**config.mk**
```make
export PLATFORM = sky130hd
export DESIGN_NAME = dma_width_adapter
export DESIGN_NICKNAME = d
export VERILOG_FILES = /design/src/rtl/dma_width_adapter.sv
export SDC_FILE = /design/constraint.sdc
export NUM_CORES = 1
export LEC_CHECK = 0
export ABC_AREA = 0
export BUFFER_PORTS_ARGS = -buffer_cell sky130_fd_sc_hd__buf_2
export CAP_MARGIN = 5
export CORE_ASPECT_RATIO = 0.75
export CORE_MARGIN = 5
export CORE_UTILIZATION = 25
export CTS_CLUSTER_DIAMETER = 30
export CTS_CLUSTER_SIZE = 30
export DETAILED_ROUTE_END_ITERATION = 8
export PLACE_DENSITY = 0.4
export SYNTH_ARGS = -nofsm -noshare
export SYNTH_HDL_FRONTEND = slang
export SYNTH_SLANG_ARGS = --single-unit
```
**constraint.sdc**
```tcl
create_clock -name clk -period 5.1 [get_ports clk]
set_input_delay 1.275 -clock clk [delete_from_list [all_inputs] [get_ports clk]]
set_output_delay 1.275 -clock clk [all_outputs]
set_load 0.01 [all_outputs]
```
**src/rtl/dma_width_adapter.sv**
```systemverilog
module dma_width_adapter (
  input  logic        clk,
  input  logic        rst_n,
  input  logic [1:0]  src_size,
  input  logic [1:0]  dst_size,
  input  logic [1:0]  policy,
  input  logic        src_bswap,
  input  logic        dst_bswap,
  input  logic        dst_hswap,
  input  logic        in_valid,
  output logic        in_ready,
  input  logic [31:0] in_data,
  input  logic        flush,
  output logic        out_valid,
  input  logic        out_ready,
  output logic [31:0] out_data
);

  function automatic logic [31:0] lane_mask(input logic [1:0] sz);
    case (sz)
      2'd0:    lane_mask = 32'h0000_00FF;
      2'd1:    lane_mask = 32'h0000_FFFF;
      default: lane_mask = 32'hFFFF_FFFF;
    endcase
  endfunction

  function automatic logic [31:0] swap_bytes(input logic [31:0] v);
    swap_bytes = {v[23:16], v[31:24], v[7:0], v[15:8]};
  endfunction

  function automatic logic [31:0] dst_fix(input logic [31:0] v, input logic [1:0] sz,
                                          input logic bx, input logic hx);
    logic [31:0] t;
    t = v;
    if (bx && sz != 2'd0) t = swap_bytes(t);
    if (hx && sz == 2'd2) t = {t[15:0], t[31:16]};
    dst_fix = t & lane_mask(sz);
  endfunction

  logic [1:0]  ssz, dsz, diff, last_lane, cnt;
  logic        narrow, wide, pack_mode, unpack_mode, slot_free;
  logic        load, accept, sign_bit;
  logic [31:0] src_v, conv, acc, lane_wr, lane_rd, load_data;
  logic [5:0]  wr_sh, rd_sh, hi_sh;

  assign ssz       = (src_size == 2'd3) ? 2'd2 : src_size;
  assign dsz       = (dst_size == 2'd3) ? 2'd2 : dst_size;
  assign src_v     = ((ssz == 2'd2 && src_bswap) ? swap_bytes(in_data) : in_data) & lane_mask(ssz);
  assign narrow    = ssz < dsz;
  assign wide      = ssz > dsz;
  assign diff      = narrow ? dsz - ssz : ssz - dsz;
  assign last_lane = (diff == 2'd2) ? 2'd3 : diff;
  assign pack_mode   = (policy == 2'd2) && narrow;
  assign unpack_mode = (policy == 2'd2) && wide;
  assign slot_free = !out_valid || out_ready;
  assign accept    = in_valid && in_ready;

  assign wr_sh   = {1'b0, cnt, 3'b000} << ssz;
  assign rd_sh   = {1'b0, cnt, 3'b000} << dsz;
  assign hi_sh   = (6'd8 << ssz) - (6'd8 << dsz);
  assign lane_wr = acc | (src_v << wr_sh);
  assign lane_rd = (acc >> rd_sh) & lane_mask(dsz);

  always_comb begin
    case (ssz)
      2'd0:    sign_bit = src_v[7];
      2'd1:    sign_bit = src_v[15];
      default: sign_bit = src_v[31];
    endcase
    if (narrow)
      conv = (policy == 2'd1 && sign_bit) ? (src_v | (lane_mask(dsz) & ~lane_mask(ssz))) : src_v;
    else if (wide)
      conv = (policy == 2'd1) ? ((src_v >> hi_sh) & lane_mask(dsz)) : (src_v & lane_mask(dsz));
    else
      conv = src_v;
  end

  always_comb begin
    load      = 1'b0;
    load_data = '0;
    if (pack_mode) begin
      in_ready = slot_free && !(flush && cnt != 2'd0);
      if (slot_free && flush && cnt != 2'd0) begin
        load      = 1'b1;
        load_data = dst_fix(acc, dsz, dst_bswap, dst_hswap);
      end else if (in_valid && in_ready && cnt == last_lane) begin
        load      = 1'b1;
        load_data = dst_fix(lane_wr, dsz, dst_bswap, dst_hswap);
      end
    end else if (unpack_mode) begin
      in_ready = slot_free && cnt == 2'd0;
      if (slot_free && cnt != 2'd0) begin
        load      = 1'b1;
        load_data = dst_fix(lane_rd, dsz, dst_bswap, dst_hswap);
      end else if (in_valid && in_ready) begin
        load      = 1'b1;
        load_data = dst_fix(src_v & lane_mask(dsz), dsz, dst_bswap, dst_hswap);
      end
    end else begin
      in_ready  = slot_free;
      load      = in_valid && slot_free;
      load_data = dst_fix(conv, dsz, dst_bswap, dst_hswap);
    end
  end

  always_ff @(posedge clk or negedge rst_n) begin
    if (!rst_n) begin
      out_valid <= 1'b0;
      out_data  <= '0;
      acc       <= '0;
      cnt       <= '0;
    end else begin
      if (load) begin
        out_valid <= 1'b1;
        out_data  <= load_data;
      end else if (out_ready) begin
        out_valid <= 1'b0;
      end
      if (pack_mode) begin
        if (slot_free && flush && cnt != 2'd0) begin
          acc <= '0;
          cnt <= '0;
        end else if (accept) begin
          if (cnt == last_lane) begin
            acc <= '0;
            cnt <= '0;
          end else begin
            acc <= lane_wr;
            cnt <= cnt + 2'd1;
          end
        end
      end else if (unpack_mode) begin
        if (accept) begin
          acc <= src_v;
          cnt <= 2'd1;
        end else if (slot_free && cnt != 2'd0) begin
          cnt <= (cnt == last_lane) ? 2'd0 : cnt + 2'd1;
        end
      end else begin
        acc <= '0;
        cnt <= '0;
      end
    end
  end

  assert_hold_R12: assert property (@(posedge clk) disable iff (!rst_n)
    out_valid && !out_ready |=> out_valid && $stable(out_data));

  assert_upper_zero_R12: assert property (@(posedge clk) disable iff (!rst_n)
    out_valid |-> (out_data & ~lane_mask(dsz)) == 32'h0);

  assert_lane_range_R7: assert property (@(posedge clk) disable iff (!rst_n)
    (pack_mode || unpack_mode) |-> cnt <= last_lane);

  assert_pack_no_early_R7: assert property (@(posedge clk) disable iff (!rst_n)
    pack_mode && accept && cnt != last_lane |=> !out_valid);

  assert_unpack_first_R9: assert property (@(posedge clk) disable iff (!rst_n)
    unpack_mode && accept |=> out_valid);

endmodule

```
Word-level counts from Yosys, hierarchy flattened:

Cells that the tools add are included.
W data, S select, Z words.

* flip-flop bits (word level): 67
* input bits: 46
* output and inout port bits: 34
* word-level logic and storage cells: 155

* shift operators: 7
* equal/unequal tests: 13
* reduce and logical (&&, ||, !) cells: 28
* add/sub/neg operators: 4
* bitwise operators: 14
* multiplexer cells: 83
* $lt $le $gt $ge: 2

Operator list (number)
* $mux W32: 59
* $and A32 B32 Y32: 11
* $pmux W32 S2: 2
* $or A32 B32 Y32: 2
* $shr A32 B6 Y32: 2
* $not A32 Y32: 1
* $shl A32 B6 Y32: 1
* $mux W2: 11
* $logic_and A1 B1 Y1: 17
* $eq A2 B2 Y1 const B: 6
* $shl A4 B2 Y6 const A: 2
* $shl A5 B2 Y6: 2
* $mux W1: 10
* $eq A2 B1 Y1 const B: 3
* $logic_not A2 Y1: 3
* $reduce_bool A2 Y1: 3
* $sub A6 B6 Y6: 1
* $ne A4 B2 Y1 const B: 1
* $reduce_and A2 Y1: 2
* $sub A2 B2 Y2: 2
* $ne A3 B1 Y1 const B: 1
* $ne A3 B2 Y1 const B: 1
* $add A2 B1 Y2 const B: 1
* $eq A2 B2 Y1: 1
* 5 further kinds: 6

Depth between registers and ports, before layout:

* depth in word-level cells: 20
* mapped depth: 19

Worst setup path before layout:

OpenSTA, ideal clock, no wires.

* path kind: input port to flip-flop
* from: in dst_size[1]
* to: reg out_data[11]
* setup slack: 0.139 ns
* data arrival time: 4.823 ns
* stages: 18
* path through: buf_2 > buf_4 > buf_2 > buf_2 > buf_1 > nor2b_1 > ha_1 > inv_1 > fa_1 > buf_6 > or3b_4 > nor3_2 > a311o_2 > nor2_1 > buf_6 > buf_2 > a222oi_1 > o31ai_1

* cells in the longest elaborated chain, start to end: 20

Ends and longest elaborated chain
* start: declaration: RTL line 5 `input logic [1:0] dst_size,`
* $eq A2 B2 Y1: RTL line 47 `assign dsz = (dst_size == 2'd3) ? 2'd2 : dst_size;`
* $mux W2 *: RTL line 47
* parallel branches: the longest is 18 deep, another holds $sub A6 B6 Y6
* end signal: assignment: RTL line 115 `out_data <= load_data;`
* end: declaration: RTL line 16 `output logic [31:0] out_data`

Mark *: on every way between the ends. The select of a mux whose other input is x is not followed.
A chain may end at the register's enable or synchronous reset.

Final worst setup path:

* from: in dst_size[1]
* to: out in_ready

* cells in the longest elaborated chain, start to end: 6

Ends and longest elaborated chain
* $eq A2 B2 Y1: RTL line 47
* $mux W2 *: RTL line 47
* $gt A2 B2 Y1: RTL line 50 `assign wide = ssz > dsz;`
* $logic_and A1 B1 Y1: RTL line 54 `assign unpack_mode = (policy == 2'd2) && wide;`
* $mux W1: RTL line 90 `end else if (unpack_mode) begin`
* $mux W1 *: RTL line 81 `if (pack_mode) begin`
* end: declaration: RTL line 11 `output logic in_ready,`

Every way passes the cells marked *; elsewhere a longest branch is shown, timed or not.

==> metrics.md <==
| Metric | Value |
|---|---|
| Clock tree buffer depth | `2` |
| Area leader, netlist | `dfrtp_1` |
| Post-Synth XOR/XNOR Area | `less than 1%` |
| Fin crit share | `95.5%` |
| Port-buffer cells | `79` |
| Post-synth cell types | `108` |
| Maxcap violations | `0` |
| Skew final | `around 0.012 ns` |
| Final Hold Vio Count | `0` |
| Cts hold-fix bufs | `0` |
| Final HPWL DP | `around 61000 um` |
| Post-synth EDFFs | `0` |
| Iteration-0 DRC count of the detailed router | `approximately 2300` |
| DIE AREA | `50600 um2` |
| Kind of critical path | `in -> out` |
| Sequential fraction of the synthesis area | `approximately 15%` |
| Wire per inst | `35.2 um` |
| Worst EP arrival | `between 3 and 4 ns` |
| Outcome | `complete, no violations` |
| Starting Density | `25.2%` |
| Placed cells | `around 2200` |
| RSZ-0062 raised after global routing | `false` |
| Synth warn | `0` |
| Worst-path cell with the longest stage delay | `fa_1` |
| CTS tree | `yes` |
| Number of vias per cell | `~6.7` |
| Die Width | `roughly 260 um` |
| Layout cells sized above 1 | `around 25%` |
| Critical Path End Type | `primary output` |
| Root buf cell | `clkbuf_16` |
| Slew Viols, Final | `0` |
| Top cell type's share of synthesized area | `~15%` |
| GR Util All Layers | `around 30%` |
| Largest net degree at the start of global routing | `roughly 100` |
| First-pass GRT wire length | `~110000 um` |
| Register share of total power | `~22%` |
| DR pass1 iterations | `7` |
| Vias in the first global route | `around 14000` |
| Worst vdd ir | `approximately 0.18 mV` |
| DRC viols | `0` |
| CTS H-tree depth | `3` |
| Final Setup Violations | `0` |
| Predominant post-synthesis flop cell | `dfrtp_1` |
| Combinational fraction of design power | `52.5%` |
| Worst Tran Pin Value | `between 1 and 1.5 ns` |
| Post-CTS repair timing setup buffer count | `0` |
| Switch Pwr | `about 0.0016 W` |
| Worst-skew pair later-pin latency | `0.37 ns` |
| Row cnt | `68` |
| Mux share of post-synthesis cell area | `approximately 18%` |
| Final ANT Viol Nets | `0` |
| Chip height | `196 um` |
| Grt total ovfl | `0` |
| Crit path launch | `dst_size[1]` |
| Fmax achieved | `205 MHz` |
| Cells taking the most area after synthesis | `dfrtp_1 15%, mux4_2 6.6%, mux2i_1 6.3%, nand2_1 5.4%, mux2_2 4.1%` |
| Finished Layout Cells | `around 2200` |
| Sw Share | `46.3%` |
| Asr flop ratio synth | `100%` |
| Util after Layout | `between 30% and 40%` |
| Bufs and invs on worst path | `5` |
| P per Cell Area | `approximately 240 nW/um2` |
| Hold Startpoint | `out_data[8]$_DFFE_PN0P_` |
| Setup TNS | `0 ns` |
| Clock network fraction of total power | `about 25%` |
| Synth Area in Simple Gates | `a little over a fifth` |
| Syn_area_per_cell | `around 7.7 um2` |
| Final net count | `approximately 1700` |
| Core Area | `45900 um2` |
| Syn Std Cell Area | `around 12000 um2` |
| Post-Synthesis Cells | `about 1500` |
| # IOs | `80` |
| Total wire length | `a little under 80000 um` |
| Pleak | `5.37 nW` |
| Synth Area in Compound Gates | `36.9%` |
| Slew headroom | `between 20% and 30%` |
| Clock Pin Slew Worst Setup and Hold Paths | `roughly 0.07 ns` |
| Cell Int Power | `about 0.0018 W` |
| Tmin final | `~4.9 ns` |
| CP peak stage delay | `around 0.48 ns` |
| CTS Sinks | `67` |
| Area Overhead vs Synth | `19.2%` |
| Required @ worst endpoint | `around 3.8 ns` |
| Reg2reg start | `cnt[1]$_DFFE_PN0P_` |
| Routed vias | `about 15000` |
| Hold Path Class | `reg -> reg` |
| Crit-path max FO | `5` |
| Placer's final routability congestion estimate | `between 1 and 1.5` |
| Top delay family on crit path | `buffers and inverters` |
| #FFs+latches synth | `67` |
| Startpoint Class | `input pin` |
| Crit-path cells | `buf_2 > nor2b_1 > buf_4 > ha_1 > inv_1 > fa_1 > buf_4 > a21boi_2 > a22oi_1 > o21a_1 > buf_2` |
| Main combinational cell family by area after synthesis | `compound AO/OA/AOI/OAI gates` |
| CTS buffer count | `9` |
| Initial antenna violation count | `4` |
| Synth Net Count | `roughly 1600` |
| Adder-Cell Fraction of Synth Area | `0.932%` |
| Post_cts resized | `0` |
-- power by group through the flow --
| stage | Clock, W | Sequential [W] | Combinational [W] |
|---|---|---|---|
| after floorplan | 0 | 0.000700 | 0.000907 |
| after global placement | 0 | 0.000749 | 0.00170 |
| after detailed placement | 0 | 0.000752 | 0.00170 |
| after CTS | 0.000863 | 0.000742 | 0.00170 |
| after global routing | 0.000872 | 0.000753 | 0.00183 |
| final | 0.000848 | 0.000748 | 0.00176 |
-- final cells by class --
type / instances / area, um2
Tap cell: 595 / 744
Inverter: 19 / 71.3
Fill cell: 4979 / 32100
Clock inverter: 4 / 120
Sequential cell: 67 / 1680
Multi-Input combinational cell: 1255 / 9070
Antenna cell: 1 / 2.50
Clock buffer: 12 / 256
Timing Repair Buffer: 251 / 1820
-- synth_stat cells (all sizes together) (13+ instances only) --
cell	count
a211oi	25
a221oi	26
nand3	50
mux2i	73
a221o	17
a31oi	37
o221ai	23
and2	18
mux2	46
nand2b	19
a21oi	83
o22a	13
o22ai	19
inv	16
nor3	27
nand4	18
o31ai	14
a22oi	32
and3	18
o21ai	96
mux4	34
nor2b	14
buf	80
nand2	168
nor2	99
o211ai	39
a22o	14
dfrtp	67
nand3b	16
clkbuf	86
a211o	18
-- through the flow --
stage / power (W) / hold slack [ns] / worst slack, ns / area [um2]
2_1_floorplan: 0.00161 / 0.529 / 0.139 / 11500
3_3_place_gp: 0.00245 / 0.478 / 0.164 / 13400
3_5_place_dp: 0.00245 / 0.485 / 0.223 / 13400
4_1_cts: 0.00331 / 0.503 / 0.213 / 13800
5_1_grt: 0.00345 / 0.511 / 0.0886 / 13800
6_report: 0.00336 / 0.509 / 0.230 / 13800
-- path summary, 6_finish.rpt --
kind | endpoint | slack (ns) | cells after the start
worst max-delay path | in_ready | 0.23 | 11
worst min-delay path | out_data[8]$_DFFE_PN0P_ | 0.51 | 1
worst max register to register | out_data[27]$_DFFE_PN0P_ | 1.50 | 8
worst min register to register | out_data[8]$_DFFE_PN0P_ | 0.51 | 1
max in group asynchronous | acc[11]$_DFFE_PN0P_ | 3.26 | 2
min in group asynchronous | acc[23]$_DFFE_PN0P_ | 0.88 | 1
-- per-layer routing --
metal	GRT usage (%)	wire [um]
met1	42.3	33400
met3	9.62	10100
met5	0	13
met2	42.6	31500
met4	8.64	2590
-- flip-flops by register name, summed over array words and instances (netlist names) --
name	count
cnt	2
out_valid	1
out_data	32
acc	32
-- placed cells by master (no fill, tap or decap), types with 22 or more instances in the layout --
cell	netlist	final
nand2_1	167	165
buf_4	8	164
nor2_1	99	97
o21ai_0	86	86
a21oi_1	79	78
buf_2	56	77
mux2i_1	73	73
dfrtp_1	67	66
nand3_1	50	50
mux2_2	42	42
o211ai_1	39	39
a31oi_1	37	37
mux4_2	34	34
a22oi_1	31	31
nor3_1	25	25
a211oi_1	25	25
a221oi_1	23	23
o221ai_1	22	22
-- cells by family after synthesis --
kind of cell / after synthesis
buf+inv: 185
fa+ha+maj: 8
mux: 153
flops: 67
xor+xnor: 9
compound gates: 579
simple gates: 506
No activity file was read; power rests on OpenSTA's default activity.
